<file path="src/rtl/dup_enc_guard_pkg.sv">
package dup_enc_guard_pkg;

   // reference function: {a,b,c} -> {f1,f2}
   function automatic logic [1:0] ref_fn(input logic [2:0] abc);
      logic [1:0] r;
      unique case (abc)
         3'b000, 3'b001: r = 2'b00;
         3'b010, 3'b110: r = 2'b01;
         3'b011, 3'b111: r = 2'b10;
         default:        r = 2'b11;
      endcase
      return r;
   endfunction

   // symbol encoding for the shadow copy (pairwise distance two)
   function automatic logic [2:0] sym_code(input logic [2:0] abc);
      logic [2:0] r;
      unique case (abc)
         3'b000, 3'b001: r = 3'b001;
         3'b010, 3'b110: r = 3'b010;
         3'b011, 3'b111: r = 3'b111;
         default:        r = 3'b100;
      endcase
      return r;
   endfunction

   function automatic logic is_code(input logic [2:0] w);
      return (w == 3'b001) || (w == 3'b010) || (w == 3'b111) || (w == 3'b100);
   endfunction

endpackage

</file>
<file path="src/rtl/dup_enc_guard_reg.sv">
module dup_enc_guard_reg #(
   parameter int          W     = 3,
   parameter int          POS_W = 2,
   parameter logic [W-1:0] RST_VAL = '0
) (
   input  logic             clk,
   input  logic             rst_n,
   input  logic             load,
   input  logic [W-1:0]     d,
   input  logic             flt_en,
   input  logic [POS_W-1:0] flt_pos,
   input  logic             flt_val,
   output logic [W-1:0]     q_raw,
   output logic [W-1:0]     q
);

   if ((1 << POS_W) < W) begin : g_bad_pos
      $error("POS_W too narrow for W");
   end

   always_ff @(posedge clk or negedge rst_n) begin
      if (!rst_n)    q_raw <= RST_VAL;
      else if (load) q_raw <= d;
   end

   // stuck-at overlay, one selector per stored bit
   for (genvar i = 0; i < W; i++) begin : g_bit
      assign q[i] = (flt_en && (flt_pos == POS_W'(i))) ? flt_val : q_raw[i];
   end

   assert_load_R2: assert property (@(posedge clk) disable iff (!rst_n)
      load |=> (q_raw == $past(d)));

   assert_hold_R3: assert property (@(posedge clk) disable iff (!rst_n)
      !load |=> $stable(q_raw));

   assert_overlay_R10: assert property (@(posedge clk) disable iff (!rst_n)
      !flt_en |-> (q == q_raw));

endmodule

</file>
<file path="src/rtl/dup_enc_guard_enc.sv">
module dup_enc_guard_enc #(
   parameter int IN_W   = 3,
   parameter int CODE_W = 3
) (
   input  logic [IN_W-1:0]   din,
   output logic [CODE_W-1:0] code
);
   import dup_enc_guard_pkg::*;

   if (IN_W != 3 || CODE_W != 3) begin : g_bad_w
      $error("encoder supports IN_W=3, CODE_W=3 only");
   end

   assign code = sym_code(din);

endmodule

</file>
<file path="src/rtl/dup_enc_guard_shadow.sv">
module dup_enc_guard_shadow #(
   parameter int CODE_W = 3,
   parameter int OUT_W  = 2
) (
   input  logic [CODE_W-1:0] code,
   output logic [OUT_W-1:0]  res,
   output logic              bad
);

   if (CODE_W != 3 || OUT_W != 2) begin : g_bad_w
      $error("shadow decoder supports CODE_W=3, OUT_W=2 only");
   end

   logic [2:0] word;   // {o1,o2,o3}

   always_comb begin
      unique case (code)
         3'b001:  word = 3'b000;
         3'b010:  word = 3'b010;
         3'b111:  word = 3'b100;
         3'b100:  word = 3'b110;
         default: word = 3'b001;
      endcase
   end

   assign res = word[2:1];
   assign bad = word[0];

endmodule

</file>
<file path="src/rtl/dup_enc_guard.sv">
module dup_enc_guard #(
   parameter int IN_W   = 3,
   parameter int OUT_W  = 2,
   parameter int CODE_W = 3,
   parameter int POS1_W = 2,
   parameter int POS2_W = 2
) (
   input  logic              clk,
   input  logic              rst_n,
   input  logic              load,
   input  logic [IN_W-1:0]   din,
   input  logic              flt1_en,
   input  logic [POS1_W-1:0] flt1_pos,
   input  logic              flt1_val,
   input  logic              flt2_en,
   input  logic [POS2_W-1:0] flt2_pos,
   input  logic              flt2_val,
   output logic [OUT_W-1:0]  result,
   output logic              error
);
   import dup_enc_guard_pkg::*;

   localparam logic [CODE_W-1:0] SHADOW_RST = CODE_W'(3'b001);

   if (IN_W != 3 || OUT_W != 2 || CODE_W != 3) begin : g_bad_w
      $error("dup_enc_guard supports the 3-in/2-out function only");
   end

   logic [IN_W-1:0]   p_raw, p_q;
   logic [CODE_W-1:0] s_d, s_raw, s_q;
   logic [OUT_W-1:0]  p_res, s_res;
   logic              s_bad;

   dup_enc_guard_reg #(.W(IN_W), .POS_W(POS1_W), .RST_VAL('0)) i_preg (
      .clk(clk), .rst_n(rst_n), .load(load), .d(din),
      .flt_en(flt1_en), .flt_pos(flt1_pos), .flt_val(flt1_val),
      .q_raw(p_raw), .q(p_q));

   dup_enc_guard_enc #(.IN_W(IN_W), .CODE_W(CODE_W)) i_enc (
      .din(din), .code(s_d));

   dup_enc_guard_reg #(.W(CODE_W), .POS_W(POS2_W), .RST_VAL(SHADOW_RST)) i_sreg (
      .clk(clk), .rst_n(rst_n), .load(load), .d(s_d),
      .flt_en(flt2_en), .flt_pos(flt2_pos), .flt_val(flt2_val),
      .q_raw(s_raw), .q(s_q));

   assign p_res = ref_fn(p_q);

   dup_enc_guard_shadow #(.CODE_W(CODE_W), .OUT_W(OUT_W)) i_shadow (
      .code(s_q), .res(s_res), .bad(s_bad));

   assign result = p_res;
   assign error  = s_bad | (p_res != s_res);

   // shadow register only ever stores code words
   assert_code_R5: assert property (@(posedge clk) disable iff (!rst_n)
      is_code(s_raw));

   assert_clean_R4: assert property (@(posedge clk) disable iff (!rst_n)
      (!flt1_en && !flt2_en) |-> !error);

   assert_flag_R6: assert property (@(posedge clk) disable iff (!rst_n)
      !is_code(s_q) |-> error);

   assert_mismatch_R7: assert property (@(posedge clk) disable iff (!rst_n)
      (p_res != s_res) |-> error);

   assert_secure_R8: assert property (@(posedge clk) disable iff (!rst_n)
      !error |-> (result == ref_fn(p_raw)));

   assert_pair_R1: assert property (@(posedge clk) disable iff (!rst_n)
      s_raw == sym_code(p_raw));

endmodule

</file>
<file path="config.mk">
export PLATFORM = sky130hd
export DESIGN_NAME = dup_enc_guard
export DESIGN_NICKNAME = d
export VERILOG_FILES = /design/src/rtl/dup_enc_guard_pkg.sv /design/src/rtl/dup_enc_guard_reg.sv /design/src/rtl/dup_enc_guard_enc.sv /design/src/rtl/dup_enc_guard_shadow.sv /design/src/rtl/dup_enc_guard.sv
export SDC_FILE = /design/constraint.sdc
export NUM_CORES = 1
export LEC_CHECK = 0
export BUFFER_PORTS_ARGS = -buffer_cell sky130_fd_sc_hd__buf_2
export CAP_MARGIN = 20
export CORE_MARGIN = 2
export CORE_UTILIZATION = 35
export DETAILED_ROUTE_END_ITERATION = 10
export GPL_ROUTABILITY_DRIVEN = 0
export MAX_ROUTING_LAYER = met4
export SLEW_MARGIN = 20
export SYNTH_ARGS = -nofsm -noshare
export SYNTH_HDL_FRONTEND = slang
export SYNTH_HIERARCHICAL = 1
export SYNTH_SLANG_ARGS = --single-unit
</file>
<file path="constraint.sdc">
create_clock -name clk -period 9.87 [get_ports clk]
set_input_delay 2.961 -clock clk [delete_from_list [all_inputs] [get_ports clk]]
set_output_delay 2.961 -clock clk [all_outputs]
set_load 0.005 [all_outputs]
</file>
==> results_dict.tcl <==
set metrics [dict create \
    status "completed" \
    slew_viol_final 0 \
    yosysSeqAreaShare 0.324 \
    post_cts_buffers 0 \
    crit_path_start_kind "input port" \
    fin_setup_tns_ns 0 \
    cp.required_ns 6.91 \
    syn_area_um2 468 \
    pin_count 17 \
    viasPerCell 5.00 \
    fp.dieH_um 40.6 \
    initial_core_util 0.369 \
    vias 385 \
    io_buffers 16 \
    fin_crit_sh 0.784 \
    fin_ws_ns 2.14 \
    synthMuxAreaShare 0.313 \
    critPathSlowestCell "mux2_1" \
    instances_no_fill 77 \
    grt_pass1_wl_um 1260 \
    ys_warn_count 6 \
    hp-class "flip-flop to flip-flop" \
    pre_cts_slack_ns 2.13 \
    ir_drop_mv 0.0717 \
    max-cap-violations 0 \
    finalHoldViolCount 0 \
    dr.pass1.iters 2 \
    worstMarginPinSlew_ns 0.184 \
    ant_nets 0 \
    dp.cells 73 \
    drc 0 \
    nets 77 \
    drive_gt1_frac 0.532 \
    rows 13 \
    cp_data_arrival_time_ns 4.77 \
    coreArea_mm2 0.00127 \
    slew_headroom 0.877 \
    clockBufferDepth 2 \
    cts_root_buffer "clkbuf_4" \
    ys_types 21 \
    synth_top_family_by_area "multiplexers" \
    worst_skew_pair.late_latency_ns 0.24 \
    cts.sinks 6 \
    cts_resized 0 \
    power_per_cell_area_mw_per_mm2 136 \
    cts_tree "yes" \
    grt_max_degree 7 \
    synthAdderAreaFrac 0 \
    synth_compound_area_frac 0.0535 \
    synthSimpleGateAreaFrac 0.238 \
    cp-end-kind "primary output" \
    antenna_found_initial 0 \
    ys_seq_elements 6 \
    worst_path_most_repeated_cell "buf_2" \
    crit_fanout 4 \
    finalCriticalPeriod_ns 7.73 \
    synth.avg_cell_area_um2 10.9 \
    hold_buffers 0 \
    die-area_mm2 0.00165 \
    drt-wirelength-per-cell_um 10.5 \
    max_freq_ghz 0.129 \
    syn_inst 43 \
    num_antenna_cells 0 \
    rsz0062_at_grt "false" \
    htreeDepth 1 \
    nFillCells 129 \
    routed_wirelength_um 811 \
    max_stage_delay_ns 0.36 \
    fin_skew_ns 0 \
    stdcell_area_um2 589 \
    dpl.hpwl_um 653 \
    grt_usage 0.124 \
    grt_pass1_vias 324 \
    leakagePower_nw 0.252 \
    layout_common_cells "buf_2 (16), mux2_2 (9), nand3b_1 (5), dfrtp_1 (5), mux2_1 (4)" \
    dpl-instance-area_um2 563 \
    setup_viol 0 \
    cts_inserted_buffers 3 \
    mostFrequentLayoutCell "buf_2" \
    syn_to_final_growth_pct 25.9 \
    critical_path_class "input port to primary output" \
    synthesis.nets 57 \
    die_x_um 40.6 \
    synth_xor_area_frac 0.0561 \
    path_cells "buf_2 > nand3b_1 > mux2_1 > xor2_1 > and2b_2 > or3b_1 > a311o_1 > buf_2" \
    r2r_slack_ns 9.12 \
    cts.clk_slew.worst_paths_ns 0.05 \
    gr-total-overflow 0 \
    drt_iter0_markers 3 \
]
cells in the mapped netlist, drive strengths merged:
cell type  instances  area (um2)
nor3               2        10.0
a21oi              1        5.00
a311o              1        10.0
and3               1        7.51
nand3b             5        37.5
nor2               1        3.75
and2b              1        8.76
dfstp              1        26.3
or3b               1        8.76
nor3b              2        25.0
dfrtp              5         125
nand2              1        3.75
o21ai              2        10.0
xor2               1        8.76
xnor2              2        17.5
clkbuf             1        3.75
inv                1        3.75
and2               1        6.26
mux2              13         146
per-stage QoR:
| stage | util | hold WS [ns] | power, mW |
|---|---|---|---|
| after floorplan | - | 0.477 | 0.0472 |
| after global placement | 0.444 | 0.489 | 0.0556 |
| after CTS | 0.464 | 0.506 | 0.0813 |
| after detailed placement | 0.444 | 0.495 | 0.0560 |
| after global routing | 0.464 | 0.531 | 0.0868 |
| final | 0.464 | 0.500 | 0.0801 |
per-layer routing:
layer / GRT usage / vias to the layer above / share of wire
met5: - / - / 0
met4: 0.0500 / 0 / 0
li1: - / 196 / -
met3: 0.0333 / 0 / 0.049
met2: 0.234 / 8 / 0.49
met1: 0.114 / 181 / 0.45
cell families after synthesis:
family,Yosys count
xor gates and xnor gates,3
muxes,13
AOI/OAI and AO/OA,4
buffers and inverters,2
and+or+nand+nor,15
DFF,6
worst paths after layout:
path / start / to / cells after the start
worst max register to register: i_preg/q_raw[2] / i_preg/q_raw[2] / 1
worst min register to register: i_preg/q_raw[0] / i_preg/q_raw[0] / 1
max in group asynchronous: rst_n / i_sreg/q_raw[0] / 1
min in group asynchronous: rst_n / i_preg/q_raw[0] / 1
worst max-delay path: flt2_pos[1] / error / 8
worst min-delay path: i_preg/q_raw[0] / i_preg/q_raw[0] / 1
worst max-delay path: cells and delay by family:
kind                   cells  cell delay (ns)
AND/OR/NAND/NOR            3             0.68
XOR/XNOR                   1             0.22
buffers and inverters      2             0.24
AO/OA/AOI/OAI              1             0.31
multiplexers               1             0.36
power breakdown:
| group | leakage, nW | internal [mW] | switching, mW |
|---|---|---|---|
| Clock | 0.0150 | 0.0153 | 0.00915 |
| Sequential | 0.0693 | 0.0277 | 0.00138 |
| Combinational | 0.168 | 0.0150 | 0.0116 |
final cells by class:
type,instances,area [um2],area share
Clock buffer,4,26.3,0.0446
Timing Repair Buffer,16,80.1,0.136
Multi-Input combinational cell,35,309,0.524
Sequential cell,6,151,0.257
Tap cell,15,18.8,0.0318
Inverter,1,3.75,0.00637
flip-flops by register name, indices dropped and copies added (netlist names):
signal	cells
i_preg/q_raw	3
i_sreg/q_raw	3
(Power assumes the default switching activity.)
